**src/rtl/serport_pkg.sv**
```systemverilog
package serport_pkg;

   localparam int unsigned BYTE_W = 8;

   // register offsets (byte addresses)
   localparam logic [7:0] OFS_MODE  = 8'h00;
   localparam logic [7:0] OFS_BAUD  = 8'h04;
   localparam logic [7:0] OFS_CTRL  = 8'h08;
   localparam logic [7:0] OFS_TXD   = 8'h0C;
   localparam logic [7:0] OFS_STAT  = 8'h10;
   localparam logic [7:0] OFS_RXD   = 8'h14;
   localparam logic [7:0] OFS_FCTL  = 8'h18;
   localparam logic [7:0] OFS_RXCNT = 8'h1C;
   localparam logic [7:0] OFS_PORT  = 8'h20;
   localparam logic [7:0] OFS_LINE  = 8'h24;

   // storage masks
   localparam logic [7:0] MODE_KEEP = 8'h7B;
   localparam logic [7:0] CTRL_KEEP = 8'hFA;
   localparam logic [7:0] PORT_KEEP = 8'hF3;

   // reset values
   localparam logic [7:0] BAUD_INIT = 8'hFF;
   localparam logic [7:0] CTRL_INIT = 8'h20;

   // control bit positions
   localparam int unsigned CB_RXEN = 4;
   localparam int unsigned CB_TXEN = 5;
   localparam int unsigned CB_RXIE = 6;
   localparam int unsigned CB_TXIE = 7;

   // status bit positions
   localparam int unsigned SB_TEND = 6;
   localparam int unsigned SB_TDE  = 5;
   localparam int unsigned SB_RDF  = 1;
   localparam int unsigned SB_DR   = 0;

   // FIFO-control fields
   localparam int unsigned FB_FLUSH  = 1;
   localparam int unsigned FB_TRG_LO = 6;

   typedef struct packed {
      logic tend;
      logic tde;
      logic rdf;
   } stat_flags_t;

endpackage

```
**src/rtl/serport_rx_fifo.sv**
```systemverilog
module serport_rx_fifo #(
   parameter int unsigned DEPTH = 16,
   parameter int unsigned DW    = 8,
   localparam int unsigned PW   = (DEPTH > 1) ? $clog2(DEPTH) : 1,
   localparam int unsigned CW   = $clog2(DEPTH + 1)
) (
   input  logic          clk,
   input  logic          rst_n,
   input  logic          flush,
   input  logic          push_req,
   input  logic [DW-1:0] push_data,
   input  logic          pop_req,
   output logic [DW-1:0] head_data,
   output logic          push_ok,
   output logic          pop_ok,
   output logic [CW-1:0] count,
   output logic [CW-1:0] count_next
);

   logic [DW-1:0] mem [DEPTH];
   logic [PW-1:0] wptr, rptr, wptr_inc, rptr_inc;

   // pointer wrap: free for power-of-two depths, explicit compare otherwise
   if ((DEPTH & (DEPTH - 1)) == 0) begin : g_wrap_pow2
      assign wptr_inc = wptr + 1'b1;
      assign rptr_inc = rptr + 1'b1;
   end else begin : g_wrap_mod
      assign wptr_inc = (wptr == PW'(DEPTH - 1)) ? '0 : wptr + 1'b1;
      assign rptr_inc = (rptr == PW'(DEPTH - 1)) ? '0 : rptr + 1'b1;
   end

   assign push_ok   = push_req && (count != CW'(DEPTH));
   assign pop_ok    = pop_req && (count != '0);
   assign head_data = (count != '0) ? mem[rptr] : '0;

   always_comb begin
      count_next = count;
      if (flush)
         count_next = '0;
      else if (push_ok && !pop_ok)
         count_next = count + 1'b1;
      else if (pop_ok && !push_ok)
         count_next = count - 1'b1;
   end

   always_ff @(posedge clk or negedge rst_n) begin
      if (!rst_n) begin
         wptr  <= '0;
         rptr  <= '0;
         count <= '0;
      end else begin
         count <= count_next;
         if (flush) begin
            wptr <= '0;
            rptr <= '0;
         end else begin
            if (push_ok) wptr <= wptr_inc;
            if (pop_ok)  rptr <= rptr_inc;
         end
      end
   end

   always_ff @(posedge clk) begin
      if (push_ok && !flush)
         mem[wptr] <= push_data;
   end

   AST_NO_OVERFLOW: assert property (@(posedge clk) disable iff (!rst_n)
      push_req && (count == CW'(DEPTH)) && !pop_req && !flush |=> $stable(count));
   AST_POP_EMPTY: assert property (@(posedge clk) disable iff (!rst_n)
      pop_req && (count == '0) && !push_req && !flush |=> (count == '0));
   AST_PUSH_POP_HOLD: assert property (@(posedge clk) disable iff (!rst_n)
      push_ok && pop_ok && !flush |=> $stable(count));
   AST_FLUSH_EMPTY: assert property (@(posedge clk) disable iff (!rst_n)
      flush |=> (count == '0));

endmodule

```
**src/rtl/serport_status.sv**
```systemverilog
module serport_status
   import serport_pkg::*;
#(
   parameter int unsigned CW = 5
) (
   input  logic          clk,
   input  logic          rst_n,
   input  logic          st_wr,
   input  logic [3:0]    st_keep,    // written {bit6, bit5, bit1, bit0}
   input  logic          st_rd,
   input  logic          ctrl_wr,
   input  logic          ctrl_wr_te,
   input  logic          ctrl_wr_rie,
   input  logic          tx_wr,
   input  logic          tx_en,
   input  logic          rx_ie,
   input  logic          push_ok,
   input  logic          pop_ok,
   input  logic          flush,
   input  logic [CW-1:0] cnt_next,
   input  logic [CW-1:0] trig,
   output stat_flags_t   flags,
   output logic          irq_rx
);

   stat_flags_t flags_n;
   logic        irq_n;
   logic        at_trig;

   assign at_trig = (cnt_next >= trig);

   always_comb begin
      flags_n = flags;
      irq_n   = irq_rx;
      // transmit-empty
      if (st_rd && tx_en)   flags_n.tde = 1'b1;
      if (tx_wr)            flags_n.tde = 1'b0;
      if (st_wr && !st_keep[2]) flags_n.tde = 1'b0;
      // transmit-end
      if (st_rd && tx_en)   flags_n.tend = 1'b1;
      if (ctrl_wr && !ctrl_wr_te) flags_n.tend = 1'b1;
      if (st_wr && !st_keep[3]) flags_n.tend = 1'b0;
      // receive-full follows the updated count
      if (pop_ok && !at_trig)  flags_n.rdf = 1'b0;
      if (push_ok && at_trig)  flags_n.rdf = 1'b1;
      if (st_wr && !st_keep[1]) flags_n.rdf = 1'b0;
      if (flush)               flags_n.rdf = 1'b0;
      // receive interrupt: clears win over a same-cycle set
      if (push_ok && at_trig && rx_ie && !flush) irq_n = 1'b1;
      if (st_wr && (!st_keep[1] || !st_keep[0])) irq_n = 1'b0;
      if (ctrl_wr && !ctrl_wr_rie) irq_n = 1'b0;
   end

   always_ff @(posedge clk or negedge rst_n) begin
      if (!rst_n) begin
         flags  <= '{tend: 1'b1, tde: 1'b1, rdf: 1'b0};
         irq_rx <= 1'b0;
      end else begin
         flags  <= flags_n;
         irq_rx <= irq_n;
      end
   end

   AST_TDE_CLEARED: assert property (@(posedge clk) disable iff (!rst_n)
      tx_wr && !st_rd |=> !flags.tde);
   AST_REARM: assert property (@(posedge clk) disable iff (!rst_n)
      st_rd && tx_en && !st_wr |=> flags.tde && flags.tend);
   AST_TEND_SET: assert property (@(posedge clk) disable iff (!rst_n)
      ctrl_wr && !ctrl_wr_te |=> flags.tend);
   AST_IRQ_NEEDS_RDF: assert property (@(posedge clk) disable iff (!rst_n)
      $rose(irq_rx) |-> flags.rdf);

endmodule

```
**src/rtl/serport_csr.sv**
```systemverilog
module serport_csr
   import serport_pkg::*;
#(
   parameter int unsigned ADDR_W    = 6,
   parameter int unsigned RXQ_DEPTH = 16,
   parameter int unsigned TRIG_L0   = 1,
   parameter int unsigned TRIG_L1   = 4,
   parameter int unsigned TRIG_L2   = 8,
   parameter int unsigned TRIG_L3   = 14
) (
   input  logic              clk,
   input  logic              rst_n,
   input  logic [ADDR_W-1:0] bus_addr,
   input  logic              bus_wr,
   input  logic [7:0]        bus_wdata,
   input  logic              bus_rd,
   output logic [7:0]        bus_rdata,
   input  logic              rx_valid,
   input  logic [7:0]        rx_data,
   output logic              tx_valid,
   output logic [7:0]        tx_data,
   output logic              irq_rx,
   output logic              irq_tx
);

   localparam int unsigned CW = $clog2(RXQ_DEPTH + 1);

   // elaboration-time parameter checks
   if (ADDR_W < 6) begin : g_chk_addr
      $error("serport_csr: ADDR_W must cover offset 0x24");
   end
   if (RXQ_DEPTH < 2 || CW > BYTE_W) begin : g_chk_depth
      $error("serport_csr: RXQ_DEPTH out of range");
   end
   if (TRIG_L0 < 1 || TRIG_L1 < 1 || TRIG_L2 < 1 || TRIG_L3 < 1 ||
       TRIG_L0 > RXQ_DEPTH || TRIG_L1 > RXQ_DEPTH ||
       TRIG_L2 > RXQ_DEPTH || TRIG_L3 > RXQ_DEPTH) begin : g_chk_trig
      $error("serport_csr: trigger levels must lie in 1..RXQ_DEPTH");
   end

   logic [7:0] mode_q, baud_q, ctrl_q, fctl_q, port_q;
   logic hit_mode, hit_baud, hit_ctrl, hit_txd, hit_stat, hit_rxd, hit_fctl, hit_cnt, hit_port;
   logic wr_ctrl, wr_stat, wr_fctl, wr_tx, rd_stat, flush;
   logic [CW-1:0] trig_lvl, q_cnt, q_cnt_next;
   logic [7:0]    q_head;
   logic          push_ok, pop_ok;
   stat_flags_t   flags;
   logic [7:0]    stat_word;

   assign hit_mode = (bus_addr == ADDR_W'(OFS_MODE));
   assign hit_baud = (bus_addr == ADDR_W'(OFS_BAUD));
   assign hit_ctrl = (bus_addr == ADDR_W'(OFS_CTRL));
   assign hit_txd  = (bus_addr == ADDR_W'(OFS_TXD));
   assign hit_stat = (bus_addr == ADDR_W'(OFS_STAT));
   assign hit_rxd  = (bus_addr == ADDR_W'(OFS_RXD));
   assign hit_fctl = (bus_addr == ADDR_W'(OFS_FCTL));
   assign hit_cnt  = (bus_addr == ADDR_W'(OFS_RXCNT));
   assign hit_port = (bus_addr == ADDR_W'(OFS_PORT));

   assign wr_ctrl = bus_wr && hit_ctrl;
   assign wr_stat = bus_wr && hit_stat;
   assign wr_fctl = bus_wr && hit_fctl;
   assign wr_tx   = bus_wr && hit_txd;
   assign rd_stat = bus_rd && hit_stat;
   assign flush   = wr_fctl && bus_wdata[FB_FLUSH];

   // configuration registers
   always_ff @(posedge clk or negedge rst_n) begin
      if (!rst_n) begin
         mode_q <= '0;
         baud_q <= BAUD_INIT;
         ctrl_q <= CTRL_INIT;
         fctl_q <= '0;
         port_q <= '0;
      end else if (bus_wr) begin
         if (hit_mode) mode_q <= bus_wdata & MODE_KEEP;
         if (hit_baud) baud_q <= bus_wdata;
         if (hit_ctrl) ctrl_q <= bus_wdata & CTRL_KEEP;
         if (hit_fctl) fctl_q <= bus_wdata;
         if (hit_port) port_q <= bus_wdata & PORT_KEEP;
      end
   end

   always_comb begin
      unique case (fctl_q[FB_TRG_LO +: 2])
         2'd0:    trig_lvl = CW'(TRIG_L0);
         2'd1:    trig_lvl = CW'(TRIG_L1);
         2'd2:    trig_lvl = CW'(TRIG_L2);
         default: trig_lvl = CW'(TRIG_L3);
      endcase
   end

   serport_rx_fifo #(.DEPTH(RXQ_DEPTH), .DW(BYTE_W)) u_rxq (
      .clk        (clk),
      .rst_n      (rst_n),
      .flush      (flush),
      .push_req   (rx_valid && ctrl_q[CB_RXEN]),
      .push_data  (rx_data),
      .pop_req    (bus_rd && hit_rxd),
      .head_data  (q_head),
      .push_ok    (push_ok),
      .pop_ok     (pop_ok),
      .count      (q_cnt),
      .count_next (q_cnt_next)
   );

   serport_status #(.CW(CW)) u_stat (
      .clk         (clk),
      .rst_n       (rst_n),
      .st_wr       (wr_stat),
      .st_keep     ({bus_wdata[SB_TEND], bus_wdata[SB_TDE], bus_wdata[SB_RDF], bus_wdata[SB_DR]}),
      .st_rd       (rd_stat),
      .ctrl_wr     (wr_ctrl),
      .ctrl_wr_te  (bus_wdata[CB_TXEN]),
      .ctrl_wr_rie (bus_wdata[CB_RXIE]),
      .tx_wr       (wr_tx),
      .tx_en       (ctrl_q[CB_TXEN]),
      .rx_ie       (ctrl_q[CB_RXIE]),
      .push_ok     (push_ok),
      .pop_ok      (pop_ok),
      .flush       (flush),
      .cnt_next    (q_cnt_next),
      .trig        (trig_lvl),
      .flags       (flags),
      .irq_rx      (irq_rx)
   );

   // transmit strobe toward the serializer
   always_ff @(posedge clk or negedge rst_n) begin
      if (!rst_n) begin
         tx_valid <= 1'b0;
         tx_data  <= '0;
      end else begin
         tx_valid <= wr_tx;
         if (wr_tx) tx_data <= bus_wdata;
      end
   end

   assign irq_tx = ctrl_q[CB_TXIE];

   always_comb begin
      stat_word          = '0;
      stat_word[SB_TEND] = flags.tend;
      stat_word[SB_TDE]  = flags.tde;
      stat_word[SB_RDF]  = flags.rdf;
   end

   always_comb begin
      bus_rdata = '0;
      if (hit_mode)      bus_rdata = mode_q;
      else if (hit_baud) bus_rdata = baud_q;
      else if (hit_ctrl) bus_rdata = ctrl_q;
      else if (hit_stat) bus_rdata = stat_word;
      else if (hit_rxd)  bus_rdata = q_head;
      else if (hit_fctl) bus_rdata = fctl_q;
      else if (hit_cnt)  bus_rdata = 8'(q_cnt);
      else if (hit_port) bus_rdata = port_q;
   end

   AST_TX_STROBE: assert property (@(posedge clk) disable iff (!rst_n)
      wr_tx |=> tx_valid && (tx_data == $past(bus_wdata)));
   AST_TX_IRQ_FOLLOW: assert property (@(posedge clk) disable iff (!rst_n)
      wr_ctrl |=> (irq_tx == $past(bus_wdata[CB_TXIE])));
   AST_RDF_AT_TRIG: assert property (@(posedge clk) disable iff (!rst_n)
      push_ok && !wr_stat && !wr_fctl |=> (q_cnt < trig_lvl) || flags.rdf);
   AST_IRQ_RX_DROP: assert property (@(posedge clk) disable iff (!rst_n)
      wr_ctrl && !bus_wdata[CB_RXIE] |=> !irq_rx);
   AST_RX_GATED: assert property (@(posedge clk) disable iff (!rst_n)
      rx_valid && !ctrl_q[CB_RXEN] && !bus_rd && !bus_wr |=> $stable(q_cnt));

endmodule

```
**config.mk**
```make
export PLATFORM = sky130hd
export DESIGN_NAME = serport_csr
export DESIGN_NICKNAME = d
export VERILOG_FILES = /design/src/rtl/serport_pkg.sv /design/src/rtl/serport_rx_fifo.sv /design/src/rtl/serport_status.sv /design/src/rtl/serport_csr.sv
export SDC_FILE = /design/constraint.sdc
export NUM_CORES = 1
export LEC_CHECK = 0
export BUFFER_PORTS_ARGS = -buffer_cell sky130_fd_sc_hd__buf_2
export CAP_MARGIN = 20
export CORE_MARGIN = 2
export CORE_UTILIZATION = 49
export CTS_CLUSTER_SIZE = 28
export DETAILED_ROUTE_END_ITERATION = 6
export PLACE_DENSITY = 0.73
export SLEW_MARGIN = 20
export SYNTH_ARGS = -nofsm -noshare
export SYNTH_HDL_FRONTEND = slang
export SYNTH_SLANG_ARGS = --single-unit
```
**constraint.sdc**
```tcl
create_clock -name clk -period 7.2 [get_ports clk]
set_input_delay 0.36 -clock clk [delete_from_list [all_inputs] [get_ports clk]]
set_output_delay 0.36 -clock clk [all_outputs]
set_load 0.1 [all_outputs]
```
### After elaboration in Yosys (flattened, before gate mapping)

Memory sizes are Yosys's and may differ from the RTL's.
Index checks and enable logic that the tools add are counted.

| cells by class | value |
|---|---|
| $lt $le $gt $ge | 1 |
| muxes and demuxes | 31 |
| reductions and logical operators | 47 |
| add/sub/neg operators | 4 |
| equal/unequal tests | 11 |

Operators by type and width:

| operator | count |
|---|---|
| $mux 8 | 9 |
| $eq 6x5->1 const B | 4 |
| $logic_and 1x1->1 | 24 |
| $mux 4 | 4 |
| $mux 5 | 3 |
| $mux 1 | 14 |
| $eq 6x4->1 const B | 2 |
| $pmux 4 s3 | 1 |
| $reduce_and 2->1 | 5 |
| $reduce_bool 3->1 | 3 |
| $add 4x1->4 const B | 2 |
| $logic_not 1->1 | 8 |
| $eq 6x3->1 const B | 1 |
| $eq 6x6->1 const B | 1 |
| $logic_not 6->1 | 1 |
| $add 5x1->5 const B | 1 |
| $ge 5x4->1 | 1 |
| $ne 5x5->1 const B | 1 |
| $reduce_bool 5->1 | 1 |
| $sub 5x1->5 const B | 1 |
| $reduce_bool 2->1 | 2 |
| $reduce_bool 4->1 | 1 |
| $eq 2x1->1 const B | 1 |
| $eq 2x2->1 const B | 1 |
| other kinds (2) | 2 |

| word-level totals | value |
|---|---|
| bits in writable memories | 128 |
| word-level logic and storage cells | 109 |
| bits in registers | 60 |
| output and inout bits | 19 |
| memories | 1 |
| input port bits | 27 |

Memories:

| memory | depth | width | rd ports | clocked after Yosys merged registers in | write ports | line | source |
|---|---|---|---|---|---|---|---|
| u_rxq.mem | 16 | 8 | 1 | 0 | 1 | serport_rx_fifo.sv:20 | `logic [DW-1:0] mem [DEPTH];` |

### Depth between registers and ports, before layout

Gate-level depths: netlist (run 1).

| logic depth | value |
|---|---|
| word-level depth | 14 |
| gate-level depth with buffers | 13 |

### Cells and area by module

Synthesis (run 1) repeated with hierarchy kept, for this count alone.

| second synthesis, totals | value |
|---|---|
| cell total of the unflattened synthesis | 554 |
| area total of the unflattened synthesis | 8,519.4 um^2 |

By module, submodules not included:

| module | area each (um^2) | cells each | times used | sequential area each (um^2) |
|---|---|---|---|---|
| serport_rx_fifo | 5,806.8 | 314 | 1 | 4,169.0 |
| serport_csr | 2,373.5 | 203 | 1 | 1,087.3 |
| serport_status | 339.1 | 37 | 1 | 102.6 |

### Worst setup path after synthesis (run 1)

Ideal clock, no wire load.

| path | value |
|---|---|
| path kind | input to output |
| start | input bus_addr[5] |
| end | output bus_rdata[0] |
| required time | 6,840 ps |
| setup slack | 3,119 ps |
| arrival time | 3,721 ps |
| path buffers | 1 |
| stages on the path | 5 |
| cell sequence | or4b_4 > buf_6 > a311o_2 > a31oi_1 > a21boi_0 |

| on the way | value |
|---|---|
| longest elaborated chain between the ends | 9 |

Ends and longest elaborated chain:

| item | line | source |
|---|---|---|
| from (decl) | serport_csr.sv:13 | `input logic [ADDR_W-1:0] bus_addr,` |
| $eq 6x6->1 | serport_csr.sv:58 | `assign hit_port = (bus_addr == ADDR_W'(OFS_PORT));` |
| $mux 8 | serport_csr.sv:157 | `else if (hit_port) bus_rdata = port_q;` |
| $mux 8 | serport_csr.sv:156 | `else if (hit_cnt) bus_rdata = 8'(q_cnt);` |
| $mux 8 | serport_csr.sv:155 | `else if (hit_fctl) bus_rdata = fctl_q;` |
| $mux 8 | serport_csr.sv:154 | `else if (hit_rxd) bus_rdata = q_head;` |
| $mux 8 | serport_csr.sv:153 | `else if (hit_stat) bus_rdata = stat_word;` |
| $mux 8 | serport_csr.sv:152 | `else if (hit_ctrl) bus_rdata = ctrl_q;` |
| $mux 8 | serport_csr.sv:151 | `else if (hit_baud) bus_rdata = baud_q;` |
| $mux 8 * | serport_csr.sv:150 | `if (hit_mode) bus_rdata = mode_q;` |
| to (decl) | serport_csr.sv:17 | `output logic [7:0] bus_rdata,` |

Mark *: on every way between the ends. The rest lies on a longest branch, timed or not.

### Worst setup path after layout (run 1)

| path | value |
|---|---|
| start | register u_rxq.rptr[2] |
| end | output bus_rdata[5] |

| on the way | value |
|---|---|
| longest elaborated chain between the ends | 7 |

Ends and longest elaborated chain:

| item | line | source |
|---|---|---|
| from (decl) | serport_rx_fifo.sv:21 | `logic [PW-1:0] wptr, rptr, wptr_inc, rptr_inc;` |
| from (signal assigned) | serport_rx_fifo.sv:58 | `if (pop_ok) rptr <= rptr_inc;` |
| $mem_v2 16x8 | n/a |  |
| $mux 8 | serport_rx_fifo.sv:34 | `assign head_data = (count != '0) ? mem[rptr] : '0;` |
| $mux 8 | serport_csr.sv:154 |  |
| $mux 8 | serport_csr.sv:153 |  |
| $mux 8 | serport_csr.sv:152 |  |
| $mux 8 | serport_csr.sv:151 |  |
| $mux 8 | serport_csr.sv:150 |  |

Every way passes these cells.

==> results of run 1 <==
-- flip-flops by register name, indices dropped and copies added (netlist names) --
name	flops
baud_q	8
tx_data	8
fctl_q	8
u_stat.irq_rx	1
u_stat.flags	3
u_rxq.rptr	4
u_rxq.wptr	4
u_rxq.mem	128
ctrl_q	6
tx_valid	1
mode_q	6
u_rxq.count	5
port_q	6
-- through the flow --
step / instances / hold slack, ns
2_1_floorplan: 575 / 0.0644
3_3_place_gp: 812 / 0.453
3_5_place_dp: 813 / 0.457
4_1_cts: 845 / 0.105
5_1_grt: 845 / 0.145
6_report: 845 / 0.0777
-- power breakdown --
group          internal (mW)  total (mW)  leakage [nW]  switching, mW
Sequential              1.23        1.30          1.91         0.0742
Combinational          0.186       0.470          1.25          0.284
Clock                  0.460       0.900         0.285          0.440
-- worst paths after layout --
path	cells after the start	slack (ns)	start	to
worst max-delay path	6	3.76	u_rxq.rptr[2]	bus_rdata[5]
worst min-delay path	2	0.08	rst_n	ctrl_q[6]
worst max register to register	12	3.94	u_rxq.count[1]	u_stat.irq_rx
worst min register to register	2	0.48	tx_data[6]	tx_data[6]
max in group asynchronous	2	6.59	rst_n	u_rxq.rptr[0]
min in group clk	3	0.16	bus_wdata[2]	tx_data[2]
-- per-layer routing --
layer,up-vias,routed length (um),track usage,part of all wire
li1,2266,-,-,-
met1,2565,7560,0.277,0.41
met2,194,9240,0.354,0.50
met3,37,1050,0.0559,0.057
met4,0,508,0.0871,0.028
met5,-,0,0,0
-- area by class of cell --
cell class	count	area [sq um]
flip-flops and latches	188	5360
clock inverters	15	154
repair buffers	50	260
well taps	220	275
fillers	1330	7300
inverters	17	63.8
multi-input cells	338	2750
clock buffers	17	425
-- logic make-up after synthesis --
group,after synthesis,share of synthesized area
flip-flops,188,0.646
AND/OR/NAND/NOR,161,0.0960
multiplexers,82,0.147
AO/OA/AOI/OAI,74,0.0600
buffers and inverters,49,0.0247
adder cells (fa/ha/maj),11,0.0166
XOR/XNOR,10,0.0106
-- cell usage in the layout, fill, tap and decap left out, drive strengths merged, types with 17 or more instances in the layout --
cell type	instances
mux2	37
buf	50
edfxtp	128
dfrtp	49
mux4	28
a21oi	18
clkbuf	17
mux2i	17
nor2	43
nand2	55
inv	23
==> insert_results.sql, run 1 <==
INSERT INTO impl_metrics (metric_group, metric, value, unit) VALUES
('status', 'status', 'completed', ''),
('detailed_routing', 'vias_after_detailed_routing', '5062', ''),
('yosys', 'post_synth_edffs', '128', ''),
('finish', 'final_area', '9290', 'sq um'),
('setup_path', 'timing.critical_path.slowest_stage_cell', 'sky130_fd_sc_hd__dfrtp_1', ''),
('yosys', 'synth-main-ff-cell', 'sky130_fd_sc_hd__edfxtp_1', ''),
('placed_design', 'place_area', '8710', 'sq um'),
('setup_path', 'critical_path.cell_chain', 'inv_1 > nor2_1 > a22oi_1 > a31oi_1 > a211o_1 > buf_2', ''),
('power_and_ir_drop', 'static-leakage-power', '3.44', 'nW'),
('sta', 'slew_viol_final', '0', ''),
('detailed_routing', 'drt_pre_antenna_iters', '5', ''),
('placed_design', 'total_of_buffers_placed_on_input_and_output_ports', '45', ''),
('clocking', 'cts_htree_levels', '4', ''),
('clocking', 'clock_latency_at_the_later_pin_of_the_worst_skew_pair', '0.44', 'ns'),
('clocking', 'path_clk_slew', '0.07', 'ns'),
('setup_path', 'cpPeakStageDelay', '0.92', 'ns'),
('floorplanning', 'design.core.area', '16600', 'sq um'),
('yosys', 'synthCells', '575', ''),
('setup_path', 'critPathCaptureType', 'output port', ''),
('yosys', 'synth_sequential_area_ratio', '0.646', ''),
('clocking', 'cts.sinks', '188', ''),
('setup_path', 'timing.critical_path.from_type', 'flop', ''),
('grt', 'grt_start_max_net_pins', '61', ''),
('sta', 'timing.slew.headroom', '0.273', ''),
('yosys', 'synth_top_cells_by_area', 'sky130_fd_sc_hd__edfxtp_1 46%, sky130_fd_sc_hd__dfrtp_1 15%, sky130_fd_sc_hd__mux4_2 7.6%, sky130_fd_sc_hd__mux2_2 5.0%, sky130_fd_sc_hd__dfstp_2 3.5%', ''),
('clocking', 'postcts_resize_cnt', '0', ''),
('sta', 'grt_setup_unrepaired', 'false', ''),
('setup_path', 'cp_max_fo', '22', ''),
('finish', 'area.growth.synth_to_final', '11.9', '%'),
('detailed_routing', 'antenna_left', '0', ''),
('sta', 'layout_worst_path_cycle_share', '0.478', ''),
('power_and_ir_drop', 'power_density', '288', 'nW/um^2'),
('floorplanning', 'die_height', '134', 'um'),
('grt', 'track_usage', '0.216', ''),
('yosys', 'synth-warning-count', '0', ''),
('floorplanning', 'die_w', '134', 'um'),
('setup_path', 'critical_path.top_delay_family', 'flip-flops', ''),
('clocking', 'cts_root_buffer', 'sky130_fd_sc_hd__clkbuf_16', ''),
('detailed_routing', 'drt-wirelength-per-cell', '21.7', 'um'),
('yosys', 'syn-mean-instance-area', '14.4', 'sq um'),
('sta', 'finalCriticalPeriod', '3.44', 'ns'),
('finish', 'layout-drive-gt1-share', '0.277', ''),
('floorplanning', 'rows', '47', ''),
('sta', 'timing.final.ws_setup', '3.76', 'ns'),
('setup_path', 'timing.critical_path.required', '6.84', 'ns'),
('sta', 'final.setup.tns', '0', 'ns'),
('power_and_ir_drop', 'power.ir.vdd_worst', '0.000227', 'V'),
('floorplanning', 'floorplan.die_area', '18000', 'sq um'),
('clocking', 'tritoncts', 'done', ''),
('yosys', 'cell_accounting_for_the_most_synthesized_area', 'sky130_fd_sc_hd__edfxtp_1', ''),
('placed_design', 'place_congestion', '0.903', ''),
('yosys', 'synth_async_sr_flop_share', '0.319', ''),
('detailed_routing', 'dr.first_iter.drc_count', '610', ''),
('grt', 'number_of_antenna_violations_at_the_first_check_in_global_routing', '0', ''),
('yosys', 'synth_top_area_frac', '0.463', ''),
('placed_design', 'place_ws', '3.91', 'ns'),
('power_and_ir_drop', 'p_total', '2.67', 'mW'),
('finish', 'nets', '650', ''),
('sta', 'skew', '0.00812', 'ns'),
('yosys', 'synthMostInstantiatedCell', 'sky130_fd_sc_hd__edfxtp_1', ''),
('sta', 'tightestPinTransition', '1.08', 'ns'),
('floorplanning', 'floorplan.initialDensity', '0.501', ''),
('detailed_routing', 'totalWireLength', '18.4', 'mm'),
('finish', 'utilization_after_layout', '0.560', ''),
('sta', 'hold_violations', '0', ''),
('detailed_routing', 'via_per_inst', '5.99', ''),
('clocking', 'hold_buffer_count_at_cts', '0', ''),
('setup_path', 'timing.setup.critical_path_class', 'flop to output port', ''),
('yosys', 'synth-seq-cells', '188', ''),
('finish', 'antenna-diode-count', '0', ''),
('placed_design', 'dp_hpwl', '12.3', 'mm');
(Power assumes the default switching activity.)
==> inputs of run 2 (changes only) <==
--- a/config.mk
+++ b/config.mk
@@ -11,7 +11,7 @@
 export CORE_UTILIZATION = 49
 export CTS_CLUSTER_SIZE = 28
 export DETAILED_ROUTE_END_ITERATION = 6
-export PLACE_DENSITY = 0.73
+export PLACE_DENSITY = 0.76
 export SLEW_MARGIN = 20
 export SYNTH_ARGS = -nofsm -noshare
 export SYNTH_HDL_FRONTEND = slang
==> constraint.sdc (replaced) <==
create_clock -name clk -period 2.9 [get_ports clk]
set_input_delay 0.145 -clock clk [delete_from_list [all_inputs] [get_ports clk]]
set_output_delay 0.145 -clock clk [all_outputs]
set_load 0.1 [all_outputs]
==> run 2 against run 1 <==
Net effect:
- the flow now finishes with violations (negative setup slack)
- worst hold slack worse by 0.064 ns
- clock skew is 0.0091 ns higher
- power grew to 2.6 times the previous value
- sequential share of layout area decreased by 2.7 points
- critical path depth unchanged
- sequential power grew 150%
- wire length is 7.3% higher
- clock-buffer cell count up 1
- flip-flop and latch count stayed put
- die area is the same
- setup slack got worse by 3.8 ns
- register-to-register slack got worse by 3.8 ns
- largest cell class unchanged
- largest power group unchanged
- highest routed layer unchanged
==> insert_results.sql, run 2 (synthesis results as in run 1) <==
INSERT INTO impl_metrics (metric_group, metric, value, unit) VALUES
('status', 'status', 'finished, violations left', ''),
('status', 'failing_checks', 'negative setup slack', ''),
('finish', 'area.growth.synth_to_final', '17.4', '%'),
('clocking', 'tritoncts', 'done', ''),
('grt', 'grt_overflow', '0', ''),
('floorplanning', 'floorplan.initialDensity', '0.501', ''),
('finish', 'filler_cell_count', '1271', ''),
('power_and_ir_drop', 'power_density', '714', 'nW/um^2'),
('floorplanning', 'design.core.area', '16600', 'sq um'),
('grt', 'grt_pass1_vias', '5432', ''),
('sta', 'slew_viol_final', '0', ''),
('floorplanning', 'floorplan.die_area', '18000', 'sq um'),
('job', 'max_cap_violations', '0', ''),
('finish', 'sequential_cell_area', '5360', 'sq um'),
('sta', 'hold-worst-slack', '0.0138', 'ns'),
('finish', 'antenna-diode-count', '0', ''),
('finish', 'layout-drive-gt1-share', '0.325', ''),
('finish', 'final_common_cell', 'sky130_fd_sc_hd__edfxtp_1', ''),
('sta', 'hold_violations', '0', ''),
('detailed_routing', 'drcViolationCount', '0', ''),
('setup_path', 'critical_path.startpoint', 'u_rxq.rptr[0]', ''),
('finish', 'regMostFlops', 'u_rxq.mem', ''),
('placed_design', 'place_congestion', '0.970', ''),
('floorplanning', 'die_height', '134', 'um'),
('hold_path', 'min_path_type', 'input pin to flop', ''),
('floorplanning', 'design.portCount', '46', ''),
('detailed_routing', 'dr.first_iter.drc_count', '600', ''),
('finish', 'multi_input_area', '2840', 'sq um'),
('detailed_routing', 'drt-wirelength-per-cell', '22.4', 'um'),
('detailed_routing', 'via_per_inst', '6.04', ''),
('placed_design', 'dp_hpwl', '13.0', 'mm'),
('setup_path', 'timing.setup.critical_path_class', 'flop to output port', ''),
('grt', 'first_pass_grt_wire_length', '30.6', 'mm'),
('detailed_routing', 'antenna_left', '0', ''),
('setup_path', 'timing.critical_path.from_type', 'flop', ''),
('detailed_routing', 'drt_pre_antenna_iters', '5', ''),
('setup_path', 'timing.reg2reg.worst_path_depth', '12', ''),
('grt', 'track_usage', '0.229', ''),
('setup_path', 'critPathArrivalTime', '2.77', 'ns'),
('clocking', 'cts_root_buffer', 'sky130_fd_sc_hd__clkbuf_16', ''),
('clocking', 'clock_latency_at_the_later_pin_of_the_worst_skew_pair', '0.44', 'ns'),
('sta', 'achievable-frequency', '343', 'MHz'),
('power_and_ir_drop', 'static-leakage-power', '3.62', 'nW'),
('clocking', 'numCtsBuffers', '17', ''),
('setup_path', 'timing.critical_path.required', '2.76', 'ns'),
('sta', 'layout_worst_path_cycle_share', '1.01', ''),
('placed_design', 'total_of_buffers_placed_on_input_and_output_ports', '45', ''),
('sta', 'timing.final.ws_setup', '-0.0153', 'ns'),
('setup_path', 'worst_reg2reg_path_startpoint', 'u_rxq.count[0]', ''),
('sta', 'final-setup-viol-count', '1', ''),
('grt', 'grt_start_max_net_pins', '44', ''),
('finish', 'flip_flop_count_of_the_largest_register_all_copies_and_words_added', '128', ''),
('finish', 'nets', '683', ''),
('floorplanning', 'rows', '47', ''),
('sta', 'tightestPinTransition', '0.979', 'ns'),
('sta', 'skew', '0.0172', 'ns'),
('clocking', 'path_clk_slew', '0.07', 'ns'),
('finish', 'utilization_after_layout', '0.588', ''),
('setup_path', 'critPathCaptureType', 'output port', ''),
('detailed_routing', 'vias_after_detailed_routing', '5303', ''),
('finish', 'layout_common_cells', '128 x sky130_fd_sc_hd__edfxtp_1, 55 x sky130_fd_sc_hd__nand2_1, 47 x sky130_fd_sc_hd__dfrtp_1', ''),
('setup_path', 'rrSetupSlack', '0.11', 'ns'),
('clocking', 'clockBufferDepth', '2', ''),
('placed_design', 'place_ws', '-0.0416', 'ns'),
('clocking', 'cts.sinks', '188', ''),
('floorplanning', 'die_w', '134', 'um'),
('grt', 'number_of_antenna_violations_at_the_first_check_in_global_routing', '0', ''),
('clocking', 'cts_htree_levels', '4', ''),
('setup_path', 'capturing_instance_or_port_of_the_critical_path', 'bus_rdata[5]', ''),
('power_and_ir_drop', 'power.ir.vdd_worst', '0.000735', 'V'),
('detailed_routing', 'totalWireLength', '19.7', 'mm'),
('setup_path', 'r2r-end', 'u_stat.irq_rx', ''),
('setup_path', 'cp_max_fo', '6', ''),
('sta', 'finalCriticalPeriod', '2.92', 'ns'),
('sta', 'timing.slew.headroom', '0.345', '');
## run 2: changes by cell type in the layout (fill, tap and decap cells not counted), sizes merged
cell         change
dlygate4sd3      +5
clkinvlp         +1
buf             +28
clkinv           -3
bufinv           +1
clkbuf           +1
## run 2: metal layers
layer | routed length (um) | track usage | part of all wire | vias to the layer above
li1 | - | - | - | 2323
met1 | 7900 | 0.295 | 0.40 | 2689
met2 | 9890 | 0.381 | 0.50 | 253
met3 | 1480 | 0.0635 | 0.075 | 38
met4 | 435 | 0.0731 | 0.022 | 0
met5 | 0 | 0 | 0 | -
## run 2: worst min path at each step
stage | startpoint | to | slack, ns | cells after the start
finish | bus_wdata[4] | tx_data[4] | 0.01 | 3
global route | bus_wdata[4] | tx_data[4] | 0.01 | 3
CTS | bus_wdata[4] | tx_data[4] | 0.008 | 3
global placement | rst_n | u_rxq.count[2] | 0.12 | 1
detailed placement | rst_n | u_rxq.count[3] | 0.11 | 1
floorplan | rst_n | ctrl_q[1] | -0.15 | 0
## run 2: timing repair
action / 4_1_cts / 5_1_grt
hold endpoints to repair: 23 / 0
gates resized for setup: 13 / 15
endpoints found under the setup margin: 8 / 6
pin swaps: 0 / 4
buffers inserted: 2 / 0
hold buffers: 5 / 0
## run 2: per-stage QoR
stage | std cells | TNS (ns) | area (sq um) | power (mW)
after floorplan | 575 | -0.131 | 8320 | 4.12
after global placement | 839 | 0 | 8970 | 4.49
after detailed placement | 839 | -0.0681 | 8970 | 4.55
after CTS | 878 | 0 | 9680 | 6.90
after global routing | 878 | -0.00971 | 9750 | 7.24
final | 878 | -0.0153 | 9750 | 6.96
## run 2: layout make-up
cell class | instances | share of cell area
Clock buffer | 18 | 0.0440
Clock inverter | 14 | 0.0176
Inverter | 17 | 0.00655
Timing Repair Buffer | 83 | 0.0624
Sequential cell | 188 | 0.550
Tap cell | 220 | 0.0282
Multi-Input combinational cell | 338 | 0.291
## run 2: worst max-delay path, cell delays in order (launching register included)
cell                      delay (ns)
sky130_fd_sc_hd__dfrtp_2        0.50
sky130_fd_sc_hd__buf_4          0.19
sky130_fd_sc_hd__mux4_2         0.53
sky130_fd_sc_hd__a22oi_1        0.38
sky130_fd_sc_hd__a31oi_2        0.23
sky130_fd_sc_hd__a211o_1        0.33
sky130_fd_sc_hd__buf_6          0.19
## run 2: power by group
group | leakage (nW) | switching (mW) | total (mW) | internal [mW]
clock | 0.291 | 1.10 | 2.33 | 1.23
sequential | 1.91 | 0.177 | 3.23 | 3.05
combinational | 1.43 | 0.797 | 1.40 | 0.599
